**config.mk**
```make
export PLATFORM = sky130hd
export DESIGN_NAME = clkdiv_top
export DESIGN_NICKNAME = d
export VERILOG_FILES = /design/src/rtl/clkdiv_pkg.sv /design/src/rtl/clkdiv_cfg.sv /design/src/rtl/clkdiv_core.sv /design/src/rtl/clkdiv_phase.sv /design/src/rtl/clkdiv_top.sv
export SDC_FILE = /design/constraint.sdc
export NUM_CORES = 1
export LEC_CHECK = 0
export BUFFER_PORTS_ARGS = -buffer_cell sky130_fd_sc_hd__clkbuf_2
export CORE_MARGIN = 4
export CORE_UTILIZATION = 45
export CTS_CLUSTER_SIZE = 10
export DETAILED_ROUTE_END_ITERATION = 10
export HOLD_SLACK_MARGIN = 0.1
export PLACE_DENSITY = 0.65
export SLEW_MARGIN = 15
export SYNTH_ARGS = -nofsm -noshare
export SYNTH_HDL_FRONTEND = slang
export SYNTH_SLANG_ARGS = --single-unit
```
**constraint.sdc**
```tcl
create_clock -name clk_i -period 6.8 [get_ports clk_i]
set_input_delay 2.04 -clock clk_i [delete_from_list [all_inputs] [get_ports clk_i]]
set_output_delay 2.04 -clock clk_i [all_outputs]
set_load 0.02 [all_outputs]
```
**src/rtl/clkdiv_pkg.sv**
```systemverilog
package clkdiv_pkg;

  localparam int CFG_W      = 12;
  localparam int FIELD_W    = 5;
  localparam int RATIO_W    = FIELD_W + 1;
  localparam int SHIFT_W    = 2;
  localparam int RKEY_W     = CFG_W - FIELD_W;
  localparam int PKEY_LSB   = 4;
  localparam int PKEY_W     = CFG_W - PKEY_LSB;
  localparam logic [RKEY_W-1:0] RATIO_KEY = 7'b1010101;
  localparam logic [PKEY_W-1:0] PHASE_KEY = 8'hAA;
  localparam logic [RATIO_W-1:0] RESET_RATIO = 6'd16;
  localparam logic [RATIO_W-1:0] FALLBACK_RATIO = 6'd31;

  typedef struct packed {
    logic               en;
    logic               inv;
    logic [SHIFT_W-1:0] shift;
  } phase_cfg_t;

  function automatic logic ratio_key_ok(input logic [CFG_W-1:0] w);
    return w[CFG_W-1:FIELD_W] == RATIO_KEY;
  endfunction

  function automatic logic [RATIO_W-1:0] ratio_decode(input logic [CFG_W-1:0] w);
    logic [RATIO_W-1:0] r;
    if (!ratio_key_ok(w)) r = FALLBACK_RATIO;
    else if (w[FIELD_W-1:0] == '0) r = RATIO_W'(1) << FIELD_W;
    else r = {1'b0, w[FIELD_W-1:0]};
    return r;
  endfunction

  function automatic logic phase_key_ok(input logic [CFG_W-1:0] w);
    return w[CFG_W-1:PKEY_LSB] == PHASE_KEY;
  endfunction

  function automatic phase_cfg_t phase_decode(input logic [CFG_W-1:0] w);
    phase_cfg_t c;
    if (phase_key_ok(w)) begin
      c.shift = w[SHIFT_W-1:0];
      c.inv   = w[SHIFT_W];
      c.en    = w[SHIFT_W+1];
    end else begin
      c.shift = '0;
      c.inv   = 1'b0;
      c.en    = 1'b1;
    end
    return c;
  endfunction

  // high time of one period: half the ratio, rounded down
  function automatic logic [RATIO_W-1:0] high_len(input logic [RATIO_W-1:0] r);
    return r >> 1;
  endfunction

endpackage

```
**src/rtl/clkdiv_cfg.sv**
```systemverilog
module clkdiv_cfg
  import clkdiv_pkg::*;
(
  input  logic               clk_i,
  input  logic               rst_ni,
  input  logic               wr_en_i,
  input  logic               wr_sel_i,
  input  logic [CFG_W-1:0]   wr_data_i,
  output logic [RATIO_W-1:0] pend_ratio_o,
  output phase_cfg_t         phase_cfg_o,
  output logic               bad_wr_o
);

  logic ratio_wr, phase_wr, key_bad;
  logic [RATIO_W-1:0] pend_q;
  phase_cfg_t         phase_q;
  logic               bad_q;

  assign ratio_wr = wr_en_i && !wr_sel_i;
  assign phase_wr = wr_en_i &&  wr_sel_i;
  assign key_bad  = (ratio_wr && !ratio_key_ok(wr_data_i)) ||
                    (phase_wr && !phase_key_ok(wr_data_i));

  always_ff @(posedge clk_i or negedge rst_ni) begin
    if (!rst_ni) begin
      pend_q  <= RESET_RATIO;
      phase_q <= '0;
      bad_q   <= 1'b0;
    end else begin
      if (ratio_wr) pend_q  <= ratio_decode(wr_data_i);
      if (phase_wr) phase_q <= phase_decode(wr_data_i);
      bad_q <= key_bad;
    end
  end

  assign pend_ratio_o = pend_q;
  assign phase_cfg_o  = phase_q;
  assign bad_wr_o     = bad_q;

  p_bad_origin_r11: assert property (@(posedge clk_i) disable iff (!rst_ni)
    bad_wr_o |-> $past(wr_en_i));
  p_pend_legal_r2: assert property (@(posedge clk_i) disable iff (!rst_ni)
    (pend_ratio_o >= 1) && (pend_ratio_o <= 32));

endmodule

```
**src/rtl/clkdiv_core.sv**
```systemverilog
module clkdiv_core
  import clkdiv_pkg::*;
(
  input  logic               clk_i,
  input  logic               rst_ni,
  input  logic [RATIO_W-1:0] pend_ratio_i,
  output logic [RATIO_W-1:0] act_ratio_o,
  output logic               wrap_o,
  output logic               running_o,
  output logic               div_o
);

  logic [FIELD_W-1:0] cnt_q;
  logic [RATIO_W-1:0] act_q;
  logic               run_q;
  logic               wrap;

  assign wrap = ({1'b0, cnt_q} == act_q - RATIO_W'(1));

  always_ff @(posedge clk_i or negedge rst_ni) begin
    if (!rst_ni) begin
      cnt_q <= '0;
      act_q <= RESET_RATIO;
      run_q <= 1'b0;
    end else begin
      run_q <= 1'b1;
      if (run_q) begin
        if (wrap) begin
          cnt_q <= '0;
          act_q <= pend_ratio_i;
        end else begin
          cnt_q <= cnt_q + FIELD_W'(1);
        end
      end
    end
  end

  assign div_o       = run_q && ((act_q == RATIO_W'(1)) ||
                                 ({1'b0, cnt_q} < high_len(act_q)));
  assign act_ratio_o = act_q;
  assign wrap_o      = wrap;
  assign running_o   = run_q;

  p_ratio_legal_r1: assert property (@(posedge clk_i) disable iff (!rst_ni)
    (act_ratio_o >= 1) && (act_ratio_o <= 32));
  p_hold_midperiod_r5: assert property (@(posedge clk_i) disable iff (!rst_ni)
    (running_o && !wrap_o) |=> $stable(act_ratio_o));
  p_running_sticky_r6: assert property (@(posedge clk_i) disable iff (!rst_ni)
    running_o |=> running_o);
  p_div1_high_r4: assert property (@(posedge clk_i) disable iff (!rst_ni)
    (running_o && act_ratio_o == 1) |-> div_o);
  p_idle_low_r6: assert property (@(posedge clk_i) disable iff (!rst_ni)
    !running_o |-> !div_o);

endmodule

```
**src/rtl/clkdiv_phase.sv**
```systemverilog
module clkdiv_phase
  import clkdiv_pkg::*;
#(
  parameter int DEPTH = (1 << SHIFT_W) - 1
)(
  input  logic               clk_i,
  input  logic               rst_ni,
  input  logic               div_i,
  input  logic [RATIO_W-1:0] act_ratio_i,
  input  phase_cfg_t         cfg_i,
  output logic               phase_o
);

  logic [DEPTH-1:0]   hist_q;
  logic [SHIFT_W-1:0] shift_eff;
  logic               inv_eff, delayed, is_div1;

  always_ff @(posedge clk_i or negedge rst_ni) begin
    if (!rst_ni) hist_q <= '0;
    else         hist_q <= {hist_q[DEPTH-2:0], div_i};
  end

  assign is_div1   = (act_ratio_i == RATIO_W'(1));
  assign shift_eff = is_div1 ? '0 : cfg_i.shift;
  assign inv_eff   = cfg_i.inv && !is_div1;

  always_comb begin
    delayed = div_i;
    for (int k = 1; k <= DEPTH; k++) begin
      if (int'(shift_eff) == k) delayed = hist_q[k-1];
    end
  end

  assign phase_o = cfg_i.en && (delayed ^ inv_eff);

  p_phase_off_r7: assert property (@(posedge clk_i) disable iff (!rst_ni)
    !cfg_i.en |-> !phase_o);
  p_div1_plain_r9: assert property (@(posedge clk_i) disable iff (!rst_ni)
    (is_div1 && cfg_i.en) |-> (phase_o == div_i));

endmodule

```
**src/rtl/clkdiv_top.sv**
```systemverilog
module clkdiv_top
  import clkdiv_pkg::*;
(
  input  logic             clk_i,
  input  logic             rst_ni,
  input  logic             wr_en_i,
  input  logic             wr_sel_i,
  input  logic [CFG_W-1:0] wr_data_i,
  output logic             div_o,
  output logic             phase_o,
  output logic             running_o,
  output logic             bad_wr_o
);

  logic [RATIO_W-1:0] pend_ratio, act_ratio;
  phase_cfg_t         phase_cfg;
  logic               wrap;

  clkdiv_cfg i_cfg (
    .clk_i, .rst_ni, .wr_en_i, .wr_sel_i, .wr_data_i,
    .pend_ratio_o(pend_ratio), .phase_cfg_o(phase_cfg), .bad_wr_o(bad_wr_o)
  );

  clkdiv_core i_core (
    .clk_i, .rst_ni, .pend_ratio_i(pend_ratio),
    .act_ratio_o(act_ratio), .wrap_o(wrap), .running_o(running_o), .div_o(div_o)
  );

  clkdiv_phase i_phase (
    .clk_i, .rst_ni, .div_i(div_o), .act_ratio_i(act_ratio),
    .cfg_i(phase_cfg), .phase_o(phase_o)
  );

  p_wrap_needs_run_r5: assert property (@(posedge clk_i) disable iff (!rst_ni)
    (running_o && wrap && act_ratio != 1) |=> !$stable(div_o) || (act_ratio == 1));

endmodule

```
# Word level (Yosys, flattened, before mapping)

Index checks and enable logic that the tools add are counted.

Flip-flop bits (word level): 26
Latch bits: 0
RAM bits: 0
Memory bits (read-only): 0
Input port bits: 16
Output and inout port bits: 4
Word-level logic and storage cells: 43
Memories: 0

$add $sub $neg: 2
$mul: 0
Div/mod/pow operators: 0
Magnitude comparators: 1
Equal/unequal tests: 7
Shift-type cells: 0
Multiplexer cells: 8
Bitwise gates (word level): 1
Reduce and logical (&&, ||, !) cells: 15

Operators with widths:

| kind                | count |
|---|---|
| $mux 6              | 2 |
| $eq 8x8->1 const B  | 1 |
| $eq 7x7->1 const B  | 1 |
| $logic_and 1x1->1   | 7 |
| $eq 5x6->1          | 1 |
| $eq 6x1->1 const B  | 1 |
| $sub 6x1->6 const B | 1 |
| $add 5x1->5 const B | 1 |
| $logic_not 5->1     | 1 |
| $lt 5x5->1          | 1 |
| $mux 5              | 1 |
| $eq 2x2->1 const B  | 2 |
| $logic_not 1->1     | 4 |
| $mux 4              | 1 |
| $mux 1              | 3 |
| $eq 2x1->1 const B  | 1 |
| $logic_or 1x1->1    | 2 |
| $mux 2              | 1 |
| $reduce_and 2->1    | 1 |
| $xor 1x1->1         | 1 |

# Longest topological paths before layout

Gate-level depths: netlist (run 1).

Depth in word-level cells: 8
Gate-level depth with buffers: 7
Gate-level depth less buffers: 7

# Hierarchy

From an unflattened synthesis (run 1), not the netlist that was laid out.

Cell total of the unflattened synthesis: 149
Area, all modules: 1535.2 µm²

Modules (own cells, without submodules):

| module       | times used | cells each | area each (µm²) | seq. area each (µm²) |
|---|---|---|---|---|
| clkdiv_core  | 1          | 86         | 843.3           | 301.5 |
| clkdiv_cfg   | 1          | 49         | 521.8           | 276.5 |
| clkdiv_phase | 1          | 14         | 170.2           | 75.1 |

# Least setup slack after synthesis (run 1)

No wires, ideal clock.

Path kind: reg-to-output
Start: register i_core.act_q[4] (netlist: i_core.act_ratio_o[4])
End: output phase_o
Arrival time: 2056 ps
Required time: 4760 ps
Setup slack: 2704 ps
Stages on the path, launching flop included: 8
Path buffers: 0
Cell sequence: dfstp_2 -> inv_1 -> ha_1 -> o21ai_0 -> nand2b_1 -> a31oi_1 -> a21boi_0 -> o31a_1

Cells in the longest elaborated chain, start to end: 8
Elaborated cells on any way between the ends: 15
Those cells by class: order compare (1); eq/ne (4); mux (4); bitwise (1); reduce/logical (5)

RTL lines:

| element                                  | line                                 | RTL |
|---|---|---|
| from (decl)                              | clkdiv_core.sv:14                    | `logic [RATIO_W-1:0] act_q;` |
| from (signal assigned)                   | clkdiv_core.sv:30                    | `act_q <= pend_ratio_i;` |
| $lt 5x5->1 or $eq 6x1->1 (tied branches) | clkdiv_core.sv:39, clkdiv_core.sv:38 |  |
| $logic_or 1x1->1 *                       | clkdiv_core.sv:38                    | `assign div_o = run_q && ((act_q == RATIO_W'(1)) \|\|` |
| $logic_and 1x1->1 *                      | clkdiv_core.sv:38                    |  |
| net div_o                                | clkdiv_top.sv:9                      | `output logic div_o,` |
| $mux 1 * (3 in a row)                    | clkdiv_phase.sv:30                   | `if (int'(shift_eff) == k) delayed = hist_q[k-1];` |
| $xor 1x1->1 *                            | clkdiv_phase.sv:34                   | `assign phase_o = cfg_i.en && (delayed ^ inv_eff);` |
| $logic_and 1x1->1 *                      | clkdiv_phase.sv:34                   |  |
| to (decl)                                | clkdiv_top.sv:10                     | `output logic phase_o,` |

The timed path passes the listed nets; every way through them passes the cells marked *.

# Final worst setup path (run 1)

Start: register i_core.act_q[3] (netlist: i_core.act_ratio_o[3])
End: output phase_o

Cells in the longest elaborated chain, start to end: 8
Elaborated cells on any way between the ends: 15
Those cells by class: order compare (1); eq/ne (4); mux (4); bitwise (1); reduce/logical (5)

RTL lines:

| element                                         | line |
|---|---|
| $lt 5x5->1 or $eq 6x1->1 (tied branches)        | clkdiv_core.sv:39, clkdiv_core.sv:38, clkdiv_phase.sv:23 |
| $logic_or 1x1->1 or $mux 2 (tied branches)      | clkdiv_core.sv:38, clkdiv_phase.sv:24 |
| $logic_and 1x1->1 or $eq 2x2->1 (tied branches) | clkdiv_core.sv:38, clkdiv_phase.sv:30 |
| $mux 1 (3 in a row)                             | clkdiv_phase.sv:30 |
| $xor 1x1->1 *                                   | clkdiv_phase.sv:34 |
| $logic_and 1x1->1 *                             | clkdiv_phase.sv:34 |

Every way passes the cells marked *; elsewhere a longest branch is shown, timed or not.

==> summary.txt, run 1 <==
GRT
  – Vias in the first global route: 1,027
  – Initial antenna violation count: 0
  – Largest net degree at the start of global routing: 27
  – First-pass GRT wire length: 4.609 mm
  – Total grt overflow: 0
  – GRT Util Overall: 0.1489

Clock network
  – Number of hold buffers added after cts: 0
  – CTS tree: done
  – Clock Tree Buf Depth: 2
  – Cts bufs inserted: 3
  – Root Buffer: clkbuf_4
  – Clock slew at reported path FFs: roughly 0.14 ns
  – Clock sink total: 26
  – Post-CTS Setup Repair Bufs: 0
  – H-tree levels: 1
  – Post-CTS Resized: 0
  – Clk Latency, worst-skew pair: roughly 0.33 ns

Place
  – Port buffer count: 19
  – Cells after DPL: 175
  – Routability Congestion: 0.7646
  – Detailed Place HPWL: 2.037 mm

Critical path
  – Launch point of the worst path: i_core.act_ratio_o[3]
  – CP delay by family, top: compound AO/OA/AOI/OAI gates
  – CP Data Arrival Time: 2.36 ns
  – Critical path peak fanout: 6
  – CP required: approximately 4.8 ns
  – Kind of start point of the critical path: flop
  – Cell depth of the worst flop-to-flop path: 7
  – Worst reg2reg setup slack: 4.28 ns
  – Crit Reg-Reg Endpoint: i_core.act_ratio_o[2]
  – Buf+Inv Stages, Crit Path: 2
  – Slowest cell on the critical path: dfrtp_1
  – Crit path kind: reg -> out
  – Crit-path cells: inv_1 > ha_1 > a211oi_1 > o211ai_1 > a31oi_1 > a21boi_0 > o31a_1 > clkbuf_2
  – Worst R2R Start: i_core.act_ratio_o[0]
  – Critical Path End Type: primary output
  – Stages on worst setup path: 8
  – Crit path to: phase_o
  – CP max stage delay: approximately 0.47 ns

Timing
  – Headroom to the max-slew limit: 0.5615
  – RSZ-0062 raised after global routing: no
  – TNS Setup: 0 ns
  – Fmax: around 230 MHz
  – Final setup vio count: 0
  – Final worst path period need: 4.403 ns
  – WHS: between 0.4 and 0.5 ns
  – Worst slew pin tran: 0.6529 ns
  – Clock Skews: roughly 0.0096 ns
  – Endpoints failing hold: 0
  – Fin. max-slew vios: 0
  – Tcrit/Tclk final: 0.6475

Detailed routing
  – Antenna Nets Post-Route: 0
  – Total number of vias: 1,003
  – # DRC: 0
  – Initial DRC Count: 54
  – WL final: 2.567 mm
  – First drt pass iteration count: 4
  – Vias per std cell: around 5.6
  – Routed length per placed instance: 14.34 um

Synth
  – Top cell type by total area after synthesis: dfrtp_1
  – Syn Nets: 149
  – Post-synth top area share: 0.4457
  – Synth cell types: 36
  – Fraction of registers with async set/reset: 1.000
  – Sequential share of the synthesized area: 0.4847
  – EDFF count, synth: 0
  – Top_reg_cell synth: dfrtp_1
  – Netlist Area Pre-Place: 1348 um^2
  – Seq cells post-synth: 26
  – Synth warnings: 0
  – Cell count after synthesis: 126
  – Syn avg cell area: 10.69 um^2
  – Synth top area cells: dfrtp_1 45%, ha_1 6.5%, mux2_2 4.2%, dfstp_2 3.9%, xor2_1 3.9%

Die
  – # rows: 19
  – Ports: 20
  – Die width: 62.72 um
  – Die area: approximately 4000 um^2
  – Core Box Area: roughly 2800 um^2
  – Starting Density: 0.4804
  – Die Ht: 62.72 um

Power and ir drop
  – Leakage: a little under 0.7 nW
  – Power Density: approximately 270 nW/um^2
  – VDD IR-drop max: around 0.12 mV

Min path
  – HP Class: reg -> reg

Job
  – Max-cap viol count: 0

Run status
  – Status: finished, final reports clean

Finish
  – Most frequent cells in the layout: 24 x dfrtp_1, 19 x clkbuf_2, 10 x inv_1
  – Share of layout cells above drive strength 1: 0.2230
  – Area Overhead vs Synth: 13.56%
  – Commonest non-fill, non-tap cell in the layout: dfrtp_1
  – Fin util: 0.5455
  – Final nets: ~170
  – Fin cells: 179
  – Diode count: 0
## how the worst min path moves through the flow
stage | to | start | depth (start not counted)
global placement | i_phase.hist_q[2] | i_phase.hist_q[1] | 0
finish | i_phase.hist_q[1] | i_phase.hist_q[0] | 0
floorplan | i_phase.hist_q[1] | i_phase.hist_q[0] | 0
CTS | i_phase.hist_q[1] | i_phase.hist_q[0] | 0
detailed placement | i_phase.hist_q[1] | i_phase.hist_q[0] | 0
global route | i_phase.hist_q[1] | i_phase.hist_q[0] | 0
## per-stage QoR
stage                     worst slack [ns]  total power (W)  area, um^2
after detailed placement             2.747        0.0003149        1478
after global routing                 2.223        0.0004459        1530
after global placement               2.846        0.0003106        1478
after CTS                            2.348        0.0004216        1530
final                                2.397        0.0004164        1530
after floorplan                      2.704        0.0002805        1348
## kinds of logic after synthesis
kind of cell	Yosys count	synth area share
simple gates	39	0.1606
flops	26	0.4847
compound gates	25	0.1337
buf+inv	11	0.03064
xor+xnor	9	0.05850
mux	8	0.06406
fa+ha+maj	7	0.06499
other cells	1	0.002783
## layer usage
layer / vias up / track usage / share of wire
li1: 494 / - / -
met1: 490 / 0.1868 / 0.47
met2: 14 / 0.2450 / 0.49
met3: 5 / 0.03957 / 0.029
met4: 0 / 0.05510 / 0.013
met5: - / 0 / 0
## cells in the mapped netlist (2+ instances only)
| cell | number |
|---|---|
| a21boi_0 | 2 |
| ha_1 | 7 |
| nand2b_1 | 2 |
| inv_1 | 10 |
| mux2_2 | 5 |
| mux2i_1 | 3 |
| nand4_1 | 2 |
| nor2b_1 | 4 |
| nor3_1 | 2 |
| o21ai_0 | 4 |
| a31oi_1 | 2 |
| o22a_1 | 4 |
| nor2_1 | 9 |
| nand3_1 | 5 |
| xnor2_1 | 3 |
| nand2_1 | 8 |
| xor2_1 | 6 |
| a21oi_1 | 4 |
| a22o_1 | 3 |
| dfstp_2 | 2 |
| dfrtp_1 | 24 |
## registers in the layout, summed over array words and instances, names as in the netlist
| signal | cells |
|---|---|
| i_cfg.pend_ratio_o | 6 |
| i_core.act_ratio_o | 6 |
| i_core.cnt_q | 5 |
| i_cfg.phase_cfg_o | 4 |
| i_phase.hist_q | 3 |
| i_cfg.bad_wr_o | 1 |
| i_core.running_o | 1 |
## cell type report
| type | instances | area [um^2] |
|---|---|---|
| Clock inverter | 1 | 30.03 |
| Inverter | 10 | 37.54 |
| Tap cell | 31 | 38.79 |
| Timing Repair Buffer | 19 | 95.09 |
| Sequential cell | 26 | 653.1 |
| Clock buffer | 3 | 22.52 |
| Multi-Input combinational cell | 89 | 653.1 |
| Fill cell | 248 | 1275 |
## report_power, final
group          internal, W  switching (W)
clock network    0.0000596      0.0000454
logic            0.0000498      0.0000590
registers         0.000177      0.0000257
Power figures use the tool's default switching activity.
==> inputs of run 2 (changes only) <==
- ABC_AREA: default -> 1
- PLACE_DENSITY: 0.65 -> default
- clock period: 6.8 -> 4.3 ns (I/O delays scaled with it)
==> run 2 against run 1 <==
  * Sequential power increased by 56%
  * Routed wire length increased by 16%
  * Flip-flop and latch count unchanged
  * Sequential share of layout area decreased by 3.7 points
  * Critical path depth increased by 4
  * Combinational power increased by 95%
  * Highest routed layer unchanged
  * Utilization decreased by 1.0 points
==> summary.txt, run 2 <==
Place
  – Detailed Place HPWL: 2.363 mm (was 2.037 mm)
  – Post-place instance area: 1648 um^2 (was 1478 um^2)
  – Routability Congestion: 0.8833 (was 0.7646)
  – Cells after DPL: 255 (was 175)
  – Port buffer count: 19 (unchanged)

Critical path
  – Crit path kind: reg -> out (unchanged)
  – CP max stage delay: 0.58 ns (was 0.47 ns)
  – Critical Path End Type: primary output (unchanged)
  – Kind of start point of the critical path: flop (unchanged)
  – Slowest cell on the critical path: dfstp_2 (was dfrtp_1)
  – CP Data Arrival Time: 2.07 ns (was 2.36 ns)
  – Crit-path cells: inv_1 > ha_1 > nand2_1 > inv_1 > nand2_1 > nand3_1 > nand2_1 > nand3_1 > nand3_1 > nand2_1 > nor2_1 > clkbuf_2 (was inv_1 > ha_1 > a211oi_1 > o211ai_1 > a31oi_1 > a21boi_0 > o31a_1 > clkbuf_2)
  – Critical path peak fanout: 4 (was 6)
  – Most Frequent Cell on Critical Path: nand2_1
  – CP required: 3.01 ns (was 4.76 ns)

Timing
  – WHS: 0.4047 ns (was 0.4038 ns)
  – Worst slew pin tran: 0.6461 ns (was 0.6529 ns)
  – TNS Setup: 0 ns (unchanged)
  – RSZ-0062 raised after global routing: no (unchanged)
  – Final worst path period need: 3.362 ns
  – Fmax: 297.5 MHz
  – Final setup vio count: 0 (unchanged)
  – Headroom to the max-slew limit: 0.5693 (was 0.5615)
  – Endpoints failing hold: 0 (unchanged)
  – Fin. max-slew vios: 0 (unchanged)
  – Tcrit/Tclk final: 0.7818
  – Clock Skews: 0.001459 ns (was 0.009594 ns)

Finish
  – Diode count: 0 (unchanged)
  – Top Registers: i_cfg.pend_ratio_o (6), i_core.act_ratio_o (6), i_core.cnt_q (5) (unchanged)
  – Area Overhead vs Synth: 11.41% (was 13.56%)
  – Most frequent cells in the layout: 48 x nand2_1, 29 x inv_1, 24 x dfrtp_1 (was 24 x dfrtp_1, 19 x clkbuf_2, 10 x inv_1)
  – Final Cell Area: 1674 um^2 (was 1530 um^2)
  – Area occupied by multi-input gates: 732.0 um^2 (was 653.1 um^2)
  – Share of layout cells above drive strength 1: 0.1721 (was 0.2230)
  – Final nets: 239 (was 172)
  – Commonest non-fill, non-tap cell in the layout: nand2_1 (was dfrtp_1)
  – Fin util: 0.5352 (was 0.5455)
  – Fillers: 337 (was 248)
  – Storage cell area: 653.1 um^2 (unchanged)
  – Fin cells: 259 (was 179)

Detailed routing
  – Initial DRC Count: 47 (was 54)
  – First drt pass iteration count: 4 (unchanged)
  – Vias per std cell: 4.965 (was 5.603)
  – # DRC: 0 (unchanged)
  – Antenna Nets Post-Route: 0 (unchanged)
  – Total number of vias: 1,286 (was 1,003)
  – WL final: 2.985 mm (was 2.567 mm)
  – Routed length per placed instance: 11.53 um (was 14.34 um)

Synth
  – Sequential share of the synthesized area: 0.4346 (was 0.4847)
  – Synth warnings: 0 (unchanged)
  – Netlist Area Pre-Place: 1503 um^2 (was 1348 um^2)
  – Seq cells post-synth: 26 (unchanged)
  – Most numerous cell in the Yosys netlist: nand2_1 (was dfrtp_1)
  – Synth top area cells: dfrtp_1 40%, nand2_1 12%, inv_1 7.2%, nand3_1 6.0%, ha_1 5.8% (was dfrtp_1 45%, ha_1 6.5%, mux2_2 4.2%, dfstp_2 3.9%, xor2_1 3.9%)
  – Cell count after synthesis: 193 (was 126)
  – Synth cell count leaders: 48 x nand2_1, 29 x inv_1, 24 x dfrtp_1, 18 x nand3_1, 17 x nor2_1 (was 24 x dfrtp_1, 10 x inv_1, 9 x nor2_1, 8 x nand2_1, 7 x ha_1)
  – Syn Nets: 216 (was 149)
  – Top_reg_cell synth: dfrtp_1 (unchanged)
  – Synth cell types: 26 (was 36)
  – EDFF count, synth: 0 (unchanged)
  – Top cell type by total area after synthesis: dfrtp_1 (unchanged)
  – Post-synth top area share: 0.3997 (was 0.4457)
  – Syn avg cell area: 7.786 um^2 (was 10.69 um^2)
  – Fraction of registers with async set/reset: 1.000 (unchanged)

Clock network
  – Number of hold buffers added after cts: 0 (unchanged)
  – Root Buffer: clkbuf_4 (unchanged)
  – Clock sink total: 26 (unchanged)
  – CTS tree: done (unchanged)
  – H-tree levels: 1 (unchanged)
  – Clock Tree Buf Depth: 2 (unchanged)
  – Post-CTS Setup Repair Bufs: 0 (unchanged)
  – Cts bufs inserted: 3 (unchanged)
  – Post-CTS Resized: 0 (unchanged)
  – Clk Latency, worst-skew pair: 0.31 ns (was 0.33 ns)
  – Clock slew at reported path FFs: 0.13 ns (was 0.14 ns)

Power and ir drop
  – Power Density: 378.5 nW/um^2 (was 272.1 nW/um^2)
  – Leakage: 0.8447 nW (was 0.6871 nW)
  – VDD IR-drop max: 0.2283 mV (was 0.1211 mV)

GRT
  – GRT Util Overall: 0.1547 (was 0.1489)
  – Initial antenna violation count: 0 (unchanged)
  – First-pass GRT wire length: 5.306 mm (was 4.609 mm)
  – Vias in the first global route: 1,219 (was 1,027)
  – Total grt overflow: 0 (unchanged)
  – Largest net degree at the start of global routing: 27 (unchanged)

Die
  – Core Box Area: 3128 um^2 (was 2805 um^2)
  – Ports: 20 (unchanged)
  – Die area: 4328 um^2 (was 3934 um^2)
  – Die Ht: 65.79 um (was 62.72 um)
  – Die width: 65.79 um (was 62.72 um)
  – Starting Density: 0.4804 (about the same)
  – # rows: 20 (was 19)

Run status
  – Status: finished, final reports clean (unchanged)

Min path
  – HP Class: reg -> reg (unchanged)

Job
  – Max-cap viol count: 0 (unchanged)
==> run 2: final cells by class <==
type	count	area share
clock buffer	4	0.01570
inverter	30	0.06726
multi-input combinational	136	0.4372
timing repair buffer	19	0.05680
tap	44	0.03288
sequential	26	0.3901
==> run 2: cell families (layout without fill, tap and decap cells) <==
group,after synthesis,count (layout),synth area share
buf+inv,31,53,0.07826
compound gates,18,18,0.06244
fa+ha+maj,7,7,0.05828
other cells,1,1,0.002496
xor+xnor,3,3,0.01749
flops,26,26,0.4346
simple gates,107,107,0.3464
==> run 2: layer usage <==
layer	part of all wire	track usage	wire length, um	vias to the layer above
met1	0.48	0.2101	1443	587
met4	0.0040	0.03886	12	0
met3	0.040	0.02381	119	2
met5	0	0	0	-
met2	0.47	0.2566	1410	26
li1	-	-	-	671
==> run 2: worst max-delay path: cells and delay by family (launching register included) <==
kind / cells / cell delay [ns]
simple gates: 8 / 0.62
buf+inv: 3 / 0.28
flops: 1 / 0.58
fa+ha+maj: 1 / 0.29
==> run 2: power by group <==
group	internal (W)	switching, W
clock network	0.0000362	0.0000667
registers	0.000279	0.0000381
logic	0.0000797	0.000134
total	0.000395	0.000238
==> run 2: worst paths after layout <==
kind                                       start                    end  slack (ns)  depth (start not counted)
hold reg to reg                i_phase.hist_q[1]      i_phase.hist_q[2]        0.40                          0
max in group asynchronous                 rst_ni  i_core.act_ratio_o[2]        2.91                          1
setup / recovery           i_core.act_ratio_o[4]                phase_o        0.94                         12
min in group asynchronous                 rst_ni   i_cfg.phase_cfg_o[3]        0.98                          1
setup reg to reg           i_core.act_ratio_o[0]  i_core.act_ratio_o[0]        2.45                          9
hold / removal                 i_phase.hist_q[1]      i_phase.hist_q[2]        0.40                          0
==> run 2: metrics by stage <==
stage | worst slack [ns] | total power (W)
after floorplan | 1.382 | 0.0004760
after global placement | 1.333 | 0.0005347
after detailed placement | 1.298 | 0.0005370
after CTS | 0.9284 | 0.0006426
after global routing | 0.7200 | 0.0006920
final | 0.9382 | 0.0006337
